`src/rtl/eaGenPkg.sv`:
```
package eaGenPkg;

  typedef enum logic [3:0] {
    MODE_REG      = 4'd0,
    MODE_IMM      = 4'd1,
    MODE_DISP     = 4'd2,
    MODE_REG_IND  = 4'd3,
    MODE_INDEXED  = 4'd4,
    MODE_ABS      = 4'd5,
    MODE_MEM_IND  = 4'd6,
    MODE_POST_INC = 4'd7,
    MODE_PRE_DEC  = 4'd8,
    MODE_SCALED   = 4'd9
  } eaMode_e;

  typedef enum logic [1:0] {
    ST_IDLE,
    ST_PTR_REQ,
    ST_PTR_WAIT,
    ST_DONE
  } eaState_e;

  // strobes from control to datapath
  typedef struct packed {
    logic loadReq;   // capture request and computed result
    logic loadRsp;   // overwrite result with pointer word
  } eaStrobe_t;

endpackage

```
`src/rtl/eaGenCtrl.sv`:
```
module eaGenCtrl
  import eaGenPkg::*;
(
  input  logic       clk,
  input  logic       rstN,
  input  logic       reqValid,
  input  logic [3:0] reqMode,
  input  logic       memReqReady,
  input  logic       memRspValid,
  input  logic       resReady,
  output logic       reqReady,
  output logic       memReqValid,
  output logic       resValid,
  output logic       busy,
  output eaStrobe_t  strobe
);

  eaState_e stateQ, stateD;
  logic     isIndirect;

  assign isIndirect = (reqMode == MODE_MEM_IND);

  always_comb begin
    stateD = stateQ;
    unique case (stateQ)
      ST_IDLE:     if (reqValid) stateD = isIndirect ? ST_PTR_REQ : ST_DONE;
      ST_PTR_REQ:  if (memReqReady) stateD = ST_PTR_WAIT;
      ST_PTR_WAIT: if (memRspValid) stateD = ST_DONE;
      ST_DONE:     if (resReady) stateD = ST_IDLE;
      default:     stateD = ST_IDLE;
    endcase
  end

  always_ff @(posedge clk) begin
    if (!rstN) stateQ <= ST_IDLE;
    else       stateQ <= stateD;
  end

  assign reqReady       = (stateQ == ST_IDLE);
  assign memReqValid    = (stateQ == ST_PTR_REQ);
  assign resValid       = (stateQ == ST_DONE);
  assign busy           = (stateQ == ST_PTR_REQ) || (stateQ == ST_PTR_WAIT);
  assign strobe.loadReq = reqReady && reqValid;
  assign strobe.loadRsp = (stateQ == ST_PTR_WAIT) && memRspValid;

  p_busy_excl_r10: assert property (@(posedge clk) disable iff (!rstN)
    busy |-> !reqReady && !resValid);

  p_ptr_hold_r4: assert property (@(posedge clk) disable iff (!rstN)
    memReqValid && !memReqReady |=> memReqValid);

  p_res_hold_r10: assert property (@(posedge clk) disable iff (!rstN)
    resValid && !resReady |=> resValid);

  p_ready_after_take_r10: assert property (@(posedge clk) disable iff (!rstN)
    resValid && resReady |=> reqReady);

endmodule

```
`src/rtl/eaGenDatapath.sv`:
```
module eaGenDatapath
  import eaGenPkg::*;
#(
  parameter int ADDR_W  = 32,
  parameter int CONST_W = 16
) (
  input  logic               clk,
  input  logic               rstN,
  input  eaStrobe_t          strobe,
  input  logic [3:0]         reqMode,
  input  logic [ADDR_W-1:0]  reqBase,
  input  logic [ADDR_W-1:0]  reqIndex,
  input  logic [CONST_W-1:0] reqConst,
  input  logic [1:0]         reqSize,
  input  logic [ADDR_W-1:0]  memRspData,
  output logic [ADDR_W-1:0]  memReqAddr,
  output logic [ADDR_W-1:0]  resValue,
  output logic               resIsOperand,
  output logic               resWbEn,
  output logic [ADDR_W-1:0]  resWbValue,
  output logic               resIllegal
);

  localparam int EXT_W = (ADDR_W > CONST_W) ? ADDR_W - CONST_W : 1;

  logic [ADDR_W-1:0] constExt, accessBytes, scaledIdx;
  logic [1:0]        shAmt;
  logic [ADDR_W-1:0] nValue, nWbValue;
  logic              nIsOp, nWbEn, nIllegal;

  generate
    if (CONST_W >= ADDR_W) begin : g_noExt
      assign constExt = reqConst[ADDR_W-1:0];
    end else begin : g_signExt
      assign constExt = {{EXT_W{reqConst[CONST_W-1]}}, reqConst};
    end
  endgenerate

  // size code 3 reuses the widest access
  assign shAmt       = (reqSize == 2'd3) ? 2'd2 : reqSize;
  assign accessBytes = ADDR_W'(1) << shAmt;
  assign scaledIdx   = reqIndex << shAmt;

  always_comb begin
    nValue   = '0;
    nWbValue = '0;
    nIsOp    = 1'b0;
    nWbEn    = 1'b0;
    nIllegal = 1'b0;
    case (reqMode)
      MODE_REG:      begin nValue = reqBase;  nIsOp = 1'b1; end
      MODE_IMM:      begin nValue = constExt; nIsOp = 1'b1; end
      MODE_DISP:     nValue = reqBase + constExt;
      MODE_REG_IND:  nValue = reqBase;
      MODE_INDEXED:  nValue = reqBase + reqIndex;
      MODE_ABS:      nValue = constExt;
      MODE_MEM_IND:  nValue = '0;            // filled by pointer word
      MODE_POST_INC: begin
        nValue   = reqBase;
        nWbEn    = 1'b1;
        nWbValue = reqBase + accessBytes;
      end
      MODE_PRE_DEC:  begin
        nValue   = reqBase - accessBytes;
        nWbEn    = 1'b1;
        nWbValue = reqBase - accessBytes;
      end
      MODE_SCALED:   nValue = constExt + reqBase + scaledIdx;
      default:       nIllegal = 1'b1;
    endcase
  end

  logic [3:0] modeQ;

  always_ff @(posedge clk) begin
    if (!rstN) begin
      modeQ        <= '0;
      memReqAddr   <= '0;
      resValue     <= '0;
      resIsOperand <= 1'b0;
      resWbEn      <= 1'b0;
      resWbValue   <= '0;
      resIllegal   <= 1'b0;
    end else if (strobe.loadReq) begin
      modeQ        <= reqMode;
      memReqAddr   <= reqBase;
      resValue     <= nValue;
      resIsOperand <= nIsOp;
      resWbEn      <= nWbEn;
      resWbValue   <= nWbValue;
      resIllegal   <= nIllegal;
    end else if (strobe.loadRsp) begin
      resValue     <= memRspData;
    end
  end

  p_wb_modes_r6: assert property (@(posedge clk) disable iff (!rstN)
    resWbEn |-> (modeQ == MODE_POST_INC) || (modeQ == MODE_PRE_DEC));

  p_illegal_clean_r9: assert property (@(posedge clk) disable iff (!rstN)
    resIllegal |-> !resWbEn && !resIsOperand);

endmodule

```
`src/rtl/eaGen.sv`:
```
module eaGen
  import eaGenPkg::*;
#(
  parameter int ADDR_W  = 32,
  parameter int CONST_W = 16
) (
  input  logic               clk,
  input  logic               rstN,
  input  logic               reqValid,
  output logic               reqReady,
  input  logic [3:0]         reqMode,
  input  logic [ADDR_W-1:0]  reqBase,
  input  logic [ADDR_W-1:0]  reqIndex,
  input  logic [CONST_W-1:0] reqConst,
  input  logic [1:0]         reqSize,
  output logic               memReqValid,
  input  logic               memReqReady,
  output logic [ADDR_W-1:0]  memReqAddr,
  input  logic               memRspValid,
  input  logic [ADDR_W-1:0]  memRspData,
  output logic               resValid,
  input  logic               resReady,
  output logic [ADDR_W-1:0]  resValue,
  output logic               resIsOperand,
  output logic               resWbEn,
  output logic [ADDR_W-1:0]  resWbValue,
  output logic               resIllegal,
  output logic               busy
);

  eaStrobe_t strobe;

  eaGenCtrl u_ctrl (
    .clk(clk), .rstN(rstN), .reqValid(reqValid), .reqMode(reqMode),
    .memReqReady(memReqReady), .memRspValid(memRspValid), .resReady(resReady),
    .reqReady(reqReady), .memReqValid(memReqValid), .resValid(resValid),
    .busy(busy), .strobe(strobe)
  );

  eaGenDatapath #(.ADDR_W(ADDR_W), .CONST_W(CONST_W)) u_dp (
    .clk(clk), .rstN(rstN), .strobe(strobe), .reqMode(reqMode),
    .reqBase(reqBase), .reqIndex(reqIndex), .reqConst(reqConst),
    .reqSize(reqSize), .memRspData(memRspData), .memReqAddr(memReqAddr),
    .resValue(resValue), .resIsOperand(resIsOperand), .resWbEn(resWbEn),
    .resWbValue(resWbValue), .resIllegal(resIllegal)
  );

  p_addr_stable_r4: assert property (@(posedge clk) disable iff (!rstN)
    memReqValid && !memReqReady |=> $stable(memReqAddr));

  p_res_stable_r10: assert property (@(posedge clk) disable iff (!rstN)
    resValid && !resReady |=> $stable(resValue) && $stable(resWbValue)
                              && $stable(resWbEn) && $stable(resIllegal));

  p_no_ptr_illegal_r9: assert property (@(posedge clk) disable iff (!rstN)
    memReqValid |-> !resIllegal && !resIsOperand);

endmodule

```
`config.mk`:
```
export PLATFORM = sky130hd
export DESIGN_NAME = eaGen
export DESIGN_NICKNAME = d
export VERILOG_FILES = /design/src/rtl/eaGenPkg.sv /design/src/rtl/eaGenCtrl.sv /design/src/rtl/eaGenDatapath.sv /design/src/rtl/eaGen.sv
export SDC_FILE = /design/constraint.sdc
export NUM_CORES = 1
export LEC_CHECK = 0
export ABC_CLOCK_PERIOD_IN_PS = 5700
export BUFFER_PORTS_ARGS = -buffer_cell sky130_fd_sc_hd__buf_2
export CORE_MARGIN = 4
export CORE_UTILIZATION = 45
export CTS_BUF_LIST = sky130_fd_sc_hd__clkbuf_8
export DETAILED_ROUTE_END_ITERATION = 8
export PLACE_DENSITY_LB_ADDON = 0.15
export SLEW_MARGIN = 0
export SYNTH_ARGS = -nofsm -noshare
export SYNTH_HDL_FRONTEND = slang
export SYNTH_SLANG_ARGS = --single-unit
```
`constraint.sdc`:
```
create_clock -name clk -period 5.7 [get_ports clk]
set_input_delay 0.57 -clock clk [delete_from_list [all_inputs] [get_ports clk]]
set_output_delay 0.57 -clock clk [all_outputs]
set_load 0.005 [all_outputs]
```
# Word-level counts from Yosys, hierarchy flattened
# Cells that the tools add are included.
# W data, S select, Z words.
[totals] ff_bits=101
[classes] shifts=2 n_reduce_logical=12 n_addsub=5 mux=14 n_eq_ne=17
[ops] operator="$pmux W32 S6" count=1
[ops] operator="$add A32 B32 Y32" count=4
[ops] operator="$mux W32" count=2
[ops] operator="$pmux W32 S2" count=1
[ops] operator="$shl A1 B2 Y32 const A" count=1
[ops] operator="$shl A32 B2 Y32" count=1
[ops] operator="$sub A32 B32 Y32" count=1
[ops] operator="$eq A4 B3 Y1 const B" count=4
[ops] operator="$mux W2" count=6
[ops] operator="$reduce_or A10 Y1" count=1
[ops] operator="$eq A4 B2 Y1 const B" count=2
[ops] operator="$eq A4 B4 Y1 const B" count=2
[ops] operator="$pmux W2 S4" count=1
[ops] operator="$eq A2 B2 Y1 const B" count=3
[ops] operator="$reduce_or A2 Y1" count=3
[ops] operator="$eq A4 B1 Y1 const B" count=1
[ops] operator="$logic_not A4 Y1" count=1
[ops] operator="$ne A2 B1 Y1 const B" count=2
[ops] operator="$ne A2 B2 Y1 const B" count=2
[ops] operator="$reduce_and A4 Y1" count=1
[ops] operator="$mux W1" count=3
[ops] operator="$reduce_or A3 Y1" count=1
[ops] operator="$eq A2 B1 Y1 const B" count=1
[ops] operator="$logic_and A1 B1 Y1" count=2
[ops] operator="other kinds (3)" count=3

# Logic depth before layout (Yosys ltp)
# Gate-level depths: netlist (run 1).
[depth] depth_word=6 depth_mapped=22

# Hierarchy
# Synthesis (run 1) repeated with hierarchy kept, for this count alone.
[unflattened] hier_cells=1714 area_unflattened_um2=12513.3
[by_module_without_submodules] mod="eaGenDatapath" seq_area_each_um2=1981.9 instances=1 area_each_um2=12293.0 cells_each=1691
[by_module_without_submodules] mod="eaGenCtrl" seq_area_each_um2=40.0 instances=1 area_each_um2=220.2 cells_each=23

# Worst setup path before layout (run 1)
# No wires, ideal clock.
[synth_timing] kind="input-to-reg" start="input reqBase[0]" end="register u_dp.resValue[31]" path_stages=20 setup_time_ns=0.120 arrival_time_ns=4.802 path_slack_ns=0.778 cell_sequence="ha_1 > fa_1 > a211oi_1 > o21bai_1 > a21oi_1 > o21ai_0 > a21o_1 > a21oi_1 > xnor2_1 > ha_1 > nand3_1 > or2_2 > o311ai_1 > o211ai_1 > o31ai_1 > o211ai_2 > o211ai_2 > nand2_1 > mux2i_1 > o31a_1"
[synth_via] elab_chain_cells=4 word_cells_on_any_way=6 cone_classes="4 x add/sub; 2 x mux"
[synth_lines] element="start: declaration" line_no="eaGen.sv:12" rtl="input logic [ADDR_W-1:0] reqBase,"
[synth_lines] element="$add A32 B32 Y32" line_no="eaGenDatapath.sv:53, eaGenDatapath.sv:68"
[synth_lines] element="$add A32 B32 Y32" line_no="eaGenDatapath.sv:68" rtl="MODE_SCALED: nValue = constExt + reqBase + scaledIdx;"
[synth_lines] element="$pmux W32 S6 (*)" line_no="eaGenDatapath.sv:50" rtl="case (reqMode)"
[synth_lines] element="$mux W32 (*)" line_no="eaGenDatapath.sv:84" rtl="end else if (strobe.loadReq) begin"
[synth_lines] element="end signal: assignment" line_no="eaGenDatapath.sv:87" rtl="resValue <= nValue;"
[synth_lines] element="end signal: assignment" line_no="eaGenDatapath.sv:93" rtl="resValue <= memRspData;"
[synth_lines] element="end: declaration" line_no="eaGenDatapath.sv:17" rtl="output logic [ADDR_W-1:0] resValue,"
# Every way passes the cells marked *; elsewhere a longest branch is shown, timed or not.
# A chain may end at the register's enable or synchronous reset.

# Final worst setup path (run 1)
# Same ends and word-level chain as after synthesis.

==> impl_metrics.json, run 1 <==
{
  "post_cts_buffers": 0,
  "synth.net_count": 1966,
  "synth-main-ff-cell": "dfxtp_1",
  "rows": 60,
  "totalWireLength_mm": 51.3,
  "syn2layout_area_growth_pct": 14.6,
  "portBuffers": 226,
  "cp_max_fo": 4,
  "reg2reg_slack_ns": 2.68,
  "dp_hpwl_mm": 40.5,
  "multi_input_area_um2": 9820,
  "tightest_slew_ns": 1.23,
  "avgViaCountPerCell": 6.15,
  "vias": 14091,
  "seqPwrFrac_pct": 25.4,
  "dp.cells": 2276,
  "clock_latency_ns": 0.41,
  "hold_viol": 0,
  "fin_cells": 2292,
  "antenna_found_initial": 0,
  "crit_slowest_cell": "fa_1",
  "yosysWarnings": 0,
  "min_period_ns": 5.25,
  "dieWidth_um": 174,
  "ir_worst_vdd_mv": 0.142,
  "tritoncts": "built",
  "grt_start_max_net_pins": 87,
  "switching_share_pct": 47.3,
  "initial_core_util_pct": 45.9,
  "fin_skew_ns": 0.0330,
  "critical_path_class": "in2reg",
  "drc": 0,
  "die_h_um": 174,
  "avgRoutedWirePerCell_um": 22.4,
  "crit_path_start_kind": "input pin",
  "synthCells": 1730,
  "first_pass_iters": 5,
  "rsz0062_at_grt": "false",
  "clk_path_buf_depth": 2,
  "cts_root_buf": "clkbuf_8",
  "cts.repair.resized": 0,
  "grt_usage_pct": 32.5,
  "min_path_type": "in2reg",
  "run_status": "completed",
  "whs_ns": 0.468,
  "grt_pass1_wl_mm": 78.9,
  "critPathCaptureType": "flop",
  "finalCritPeriodShare_pct": 92.1,
  "p_switching_mw": 1.81,
  "leakage_nw": 6.23,
  "holdBufCountCts": 0,
  "overflow": 0,
  "gp_congestion": 0.978,
  "synth-seq-cells": 101,
  "grt_pass1_vias": 13689,
  "diodes": 0,
  "core_area_um2": 27100,
  "ys_seq_area_share_pct": 16.2,
  "seqCellArea_um2": 2020,
  "syn_area_um2": 12400,
  "syn_avg_cell_area_um2": 7.20,
  "crit_buf_inv": 1,
  "ant_nets": 0,
  "synth_cell_types": 92,
  "synth_edf_count": 0,
  "drive_gt1_share_pct": 18.3,
  "cts.sinks": 101,
  "cts_made_buffers": 9,
  "die_area_um2": 30400,
  "async_reset_ff_share_pct": 0,
  "clkPwrFrac_pct": 15.1,
  "fmax_mhz": 190,
  "clk_pin_slew_ns": 0.14,
  "powerDensity_nw_per_um2": 268,
  "required_ns": 6.02,
  "tns_ns": 0,
  "critPathTopFamily": "compound AO/OA/AOI/OAI gates",
  "setup_viol": 0,
  "max_stage_delay_ns": 0.44,
  "crit_chain": "buf_2 > ha_1 > fa_1 > a211oi_1 > o21bai_1 > a21oi_1 > o21ai_0 > a21o_1 > a21oi_1 > xnor2_1 > ha_1 > nand3_1 > or2_2 > o311ai_1 > o211ai_1 > o31ai_1 > o211ai_2 > o211ai_2 > nand2_1 > mux2i_1 > o31a_1",
  "slew_headroom_pct": 17.9,
  "htreeDepth": 3,
  "internal_power_mw": 2.01,
  "cap_violations": 0,
  "slew_viol_final": 0,
  "combPwrFrac_pct": 59.5,
  "ios": 227,
  "worst_ep_arrival_time_ns": 5.57,
  "num-fill-cells": 2787,
  "final_nets": 2151,
  "drt-initial-drc-count": 1213
}
placed cells by master (no fill, tap or decap), types with 7 or more instances in the layout:
| master | instances |
|---|---|
| ha_1 | 107 |
| nand4_1 | 14 |
| o21ai_0 | 182 |
| o221ai_1 | 9 |
| nand2b_1 | 12 |
| nor2b_1 | 22 |
| a21o_1 | 35 |
| xnor2_1 | 79 |
| and3_1 | 16 |
| nor4_1 | 16 |
| mux2i_1 | 53 |
| o21bai_1 | 7 |
| o21a_1 | 18 |
| or3_1 | 13 |
| nor3_1 | 36 |
| a221oi_1 | 23 |
| nand3_1 | 58 |
| xor2_1 | 30 |
| a31oi_1 | 12 |
| o311ai_0 | 7 |
| buf_2 | 226 |
| a21oi_1 | 157 |
| a211oi_1 | 28 |
| o211a_1 | 8 |
| inv_1 | 37 |
| and2_1 | 8 |
| a221o_1 | 8 |
| a21boi_0 | 39 |
| buf_4 | 61 |
| clkbuf_8 | 9 |
| o211ai_1 | 11 |
| nand2_1 | 227 |
| dfxtp_1 | 101 |
| o31ai_1 | 8 |
| nor2_1 | 110 |
tightest hold or removal path, delay by kind of cell:
family,cells,cell delay [ns]
buffers and inverters,1,0.07
AO/OA/AOI/OAI,2,0.20
sequential cells by signal, indices dropped and copies added (netlist names):
register and cells:
u_dp.resWbEn 1, u_dp.resValue 32, u_dp.resIllegal 1, u_ctrl.stateQ 2, u_dp.resIsOperand 1, u_dp.memReqAddr 32
u_dp.resWbValue 32
synthesized netlist by cell type, drive strengths merged (9+ instances only):
library cell	number	area share (%)
o21a	18	1.1
or3	13	0.65
a31oi	12	0.60
o21ai	190	7.7
nor2	111	3.3
nand3	59	2.4
xor2	31	2.2
a21boi	39	2.4
clkbuf	87	2.7
nor3b	9	0.62
dfxtp	101	16
nor4	16	0.80
nand2b	12	0.60
a21oi	159	6.4
nand4	15	0.80
ha	107	11
xnor2	79	5.6
inv	38	1.1
nand2	228	6.9
buf	24	1.2
and2	13	0.66
a221oi	28	2.3
nor2b	22	1.1
a211oi	30	1.9
mux2i	53	4.3
o221ai	10	0.75
and3	16	0.80
nor3	39	1.6
o211ai	14	0.96
a21o	35	2.1
logic make-up (layout without fill, tap and decap cells):
| logic type | after synthesis | in the layout | share of synthesized area, % |
|---|---|---|---|
| muxes | 55 | 55 | 4.44 |
| AOI/OAI and AO/OA | 625 | 625 | 32.9 |
| and+or+nand+nor | 572 | 572 | 21.5 |
| buffers and inverters | 151 | 341 | 5.14 |
| DFF | 101 | 101 | 16.2 |
| other | 2 | 2 | 0.0603 |
| adders and majority gates | 112 | 112 | 11.6 |
| xor gates and xnor gates | 112 | 112 | 8.17 |
worst paths after layout:
check,from,to,cells after the start
max,reqBase[0],u_dp.resValue[31],21
min,memRspData[6],u_dp.resValue[6],3
min reg2reg,u_dp.memReqAddr[17],u_dp.memReqAddr[17],2
max reg2reg,u_ctrl.stateQ[0],u_dp.resValue[31],8
cell type report:
| class | instances | share of cell area, % |
|---|---|---|
| Inverter | 38 | 1.00 |
| Clock buffer | 9 | 0.868 |
| Tap cell | 372 | 3.26 |
| Clock inverter | 7 | 0.745 |
| Timing Repair Buffer | 287 | 11.1 |
| Multi-Input combinational cell | 1478 | 68.8 |
| Sequential cell | 101 | 14.2 |
per-layer routing:
layer,routed length (µm),global-route usage [%],up-vias,part of all wire [%]
met5,0,0,-,0
met4,2910,16.3,0,5.7
met3,3390,4.89,127,6.6
met2,24400,56.0,610,48
met1,20600,39.4,6604,40
li1,-,-,6750,-
stage by stage:
stage | utilization [%] | instance area [µm²] | worst slack [ns] | power, mW
2_1_floorplan | - | 12400 | 0.778 | 2.44
3_3_place_gp | 51.8 | 14000 | 0.119 | 3.21
3_5_place_dp | 51.8 | 14000 | 0.0873 | 3.23
4_1_cts | 52.7 | 14300 | 0.510 | 3.82
5_1_grt | 52.7 | 14300 | 0.152 | 4.10
6_report | 52.7 | 14300 | 0.450 | 3.82
power by group through the flow:
stage	Combinational [mW]	Sequential [mW]	Clock, mW
finish	2.27	0.970	0.578
CTS	2.26	0.969	0.591
detailed placement	2.24	0.983	0
global route	2.50	0.989	0.609
global placement	2.23	0.983	0
floorplan	1.46	0.978	0
(Power assumes the default switching activity.)
==> inputs of run 2 (changes only) <==
--- a/config.mk
+++ b/config.mk
@@ -12,7 +12,9 @@
 export CTS_BUF_LIST = sky130_fd_sc_hd__clkbuf_8
 export DETAILED_ROUTE_END_ITERATION = 8
 export PLACE_DENSITY_LB_ADDON = 0.15
+export SKIP_CTS_REPAIR_TIMING = 1
 export SLEW_MARGIN = 0
 export SYNTH_ARGS = -nofsm -noshare
 export SYNTH_HDL_FRONTEND = slang
+export SYNTH_HIERARCHICAL = 1
 export SYNTH_SLANG_ARGS = --single-unit
==> run 2 against run 1 <==
  * Critical path depth unchanged
  * First-iteration DRC count up 39%
  * Sequential cell count unchanged
  * Clock power down 14%
  * Clock skew down 0.012 ns
  * Sequential power up 2%
  * Register-to-register slack worse by 0.21 ns
  * Worst setup slack better by 0.16 ns
  * Cell count down 2.3%
  * Global-route usage down 1.1 points
  * Synthesized cell count down 0.92%
  * Count of clock-buffer cells in the layout unchanged
==> impl_metrics.json, run 2 <==
{
  "synth_cell_types": 80,
  "avgViaCountPerCell": 6.31,
  "rsz0062_at_grt": "false",
  "slew_viol_final": 0,
  "slew_headroom_pct": 26.6,
  "fin_skew_ns": 0.0210,
  "syn_area_um2": 12500,
  "vias": 14144,
  "portBuffers": 226,
  "rows": 60,
  "ios": 227,
  "fin_cells": 2240,
  "initial_core_util_pct": 46.0,
  "crit_buf_inv": 1,
  "tns_ns": 0,
  "required_ns": 5.99,
  "cp_common_cell": "a21oi_1",
  "min_period_ns": 5.09,
  "core_area_um2": 27200,
  "drt-initial-drc-count": 1689,
  "yosysMostFrequentCell": "a21oi_1",
  "tightest_slew_ns": 1.10,
  "finalPower_mw": 3.70,
  "reg2reg_slack_ns": 2.47,
  "dieWidth_um": 175,
  "final_nets": 2096,
  "powerDensity_nw_per_um2": 263,
  "totalWireLength_mm": 50.6,
  "clk_path_buf_depth": 2,
  "fmax_mhz": 196,
  "drive_gt1_share_pct": 16.7,
  "drc": 0,
  "r2r_cells": 8,
  "mostFrequentLayoutCells": "buf_2, a21oi_1, nand2_1, o21ai_0",
  "yosys.area.top_type": "dfxtp_1",
  "synth.net_count": 1948,
  "finalCritPeriodShare_pct": 89.3,
  "hold_end": "u_dp/resWbValue[6]",
  "htreeDepth": 3,
  "first_pass_iters": 6,
  "gp_congestion": 1.01,
  "synth-main-ff-cell": "dfxtp_1",
  "run_status": "completed",
  "synth_common_cells": "a21oi_1, nand2_1, o21ai_0",
  "hold_depth": 2,
  "grt_pass1_vias": 13127,
  "synthCells": 1714,
  "cp-startpoint": "reqBase[0]",
  "async_reset_ff_share_pct": 0,
  "cts_made_buffers": 9,
  "hp-start": "u_dp/resWbValue[6]",
  "crit_chain": "buf_2 > ha_1 > fa_1 > a21o_1 > a41oi_1 > o21ai_0 > a21o_1 > a21oi_1 > o21ai_0 > xor2_1 > ha_1 > and3_1 > nor3b_1 > nand3_1 > a21oi_1 > nor2_1 > o31ai_1 > nor2_1 > xnor2_1 > a221oi_1 > a21oi_1",
  "die_area_um2": 30500,
  "hold_viol": 0,
  "ant_nets": 0,
  "grt_start_max_net_pins": 71,
  "syn2layout_area_growth_pct": 12.5,
  "grt_pass1_wl_mm": 76.6,
  "leakage_nw": 6.21,
  "synth-seq-cells": 101,
  "critPathTopFamily": "compound AO/OA/AOI/OAI gates",
  "largestRegisters": "u_dp/memReqAddr (32), u_dp/resValue (32), u_dp/resWbValue (32)",
  "syn_avg_cell_area_um2": 7.30,
  "worst_ep_arrival_time_ns": 5.38,
  "max_stage_delay_ns": 0.44,
  "final_common_cell": "buf_2",
  "placed_area_um2": 13900,
  "dp.cells": 2223,
  "antenna_found_initial": 2,
  "grt_usage_pct": 31.4,
  "yosysWarnings": 6,
  "ys_seq_area_share_pct": 16.2,
  "crit_path_start_kind": "input pin",
  "overflow": 0,
  "critical_path_class": "in2reg",
  "ir_worst_vdd_mv": 0.310,
  "cts_root_buf": "clkbuf_8",
  "clock_latency_ns": 0.41,
  "critPathCaptureType": "flop",
  "crit_slowest_cell": "fa_1",
  "setup_viol": 0,
  "tritoncts": "built",
  "synthTopCellsByArea": "dfxtp_1, ha_1, a21oi_1, mux2i_1, nand2_1",
  "min_path_type": "reg2reg",
  "final_area_um2": 14100,
  "r2r-start": "u_ctrl/stateQ[0]",
  "cp_max_fo": 6,
  "clk_pin_slew_ns": 0.12,
  "cap_violations": 0,
  "cts.sinks": 101,
  "avgRoutedWirePerCell_um": 22.6,
  "die_h_um": 175,
  "dp_hpwl_mm": 39.4,
  "yosysTopAreaCellShare_pct": 16.2,
  "timing.rr.end": "u_dp/resValue[21]",
  "synth_edf_count": 0
}
==> run 2: changes by cell type in the layout (fill, tap and decap cells not counted), sizes merged, moves of 13 or more <==
cell | previous run | this run
a21boi | 39 | 16
a31oi | 12 | 39
buf | 287 | 258
inv | 41 | 69
mux2i | 53 | 77
nand2 | 228 | 160
nand2b | 12 | 31
nor2b | 22 | 55
o21ai | 190 | 116
o221ai | 10 | 25
xnor2 | 79 | 59
xor2 | 31 | 44
==> run 2: layer usage <==
metal / track usage (%) / share of wire (%) / up-vias
li1: - / - / 6649
met1: 47.9 / 47 / 6602
met2: 43.5 / 40 / 802
met3: 7.72 / 11 / 89
met4: 8.38 / 2.3 / 2
met5: 0 / 0.012 / -
==> run 2: through the flow <==
step | setup slack (ns) | hold slack [ns] | util [%]
2_1_floorplan | 1.11 | 0.471 | -
5_1_grt | 0.315 | 0.526 | 51.8
3_5_place_dp | 0.301 | 0.465 | 51.1
3_3_place_gp | 0.371 | 0.464 | 51.1
6_report | 0.610 | 0.486 | 51.8
4_1_cts | 0.705 | 0.492 | 51.8
==> run 2: kinds of logic after synthesis <==
logic type      share of synthesized area (%)
other cells                            0.0600
mux                                      6.61
compound gates                           31.7
fa+ha+maj                                11.3
buf+inv                                  5.72
flops                                    16.2
simple gates                             21.3
xor+xnor                                 7.21
==> run 2: where the power goes <==
| group | internal [mW] | total [mW] | switching, mW |
|---|---|---|---|
| Sequential | 0.877 | 0.990 | 0.113 |
| Combinational | 0.881 | 2.21 | 1.33 |
| Clock | 0.173 | 0.499 | 0.326 |
==> run 2: how the worst max path moves through the flow <==
stage / slack, ns / to / depth (start not counted)
floorplan: 1.11 / u_dp/resValue[27] / 20
global placement: 0.37 / u_dp/resValue[27] / 21
detailed placement: 0.30 / u_dp/resValue[27] / 21
CTS: 0.71 / u_dp/resValue[27] / 21
global route: 0.31 / u_dp/resValue[27] / 21
finish: 0.61 / u_dp/resValue[27] / 21
==> run 2: layout make-up <==
cell class,instances,area [µm²]
sequential,101,2020
tap,372,465
clock inverter,7,63.8
clock buffer,9,124
inverter,62,233
fill,2760,13100
multi-input combinational,1430,9800
antenna,1,2.50
timing repair buffer,258,1370
==> run 2: worst min-delay path: stages, from the launching register on <==
cell and delay (ns):
dfxtp_1 0.33, nand2b_1 0.06, a21boi_0 0.06
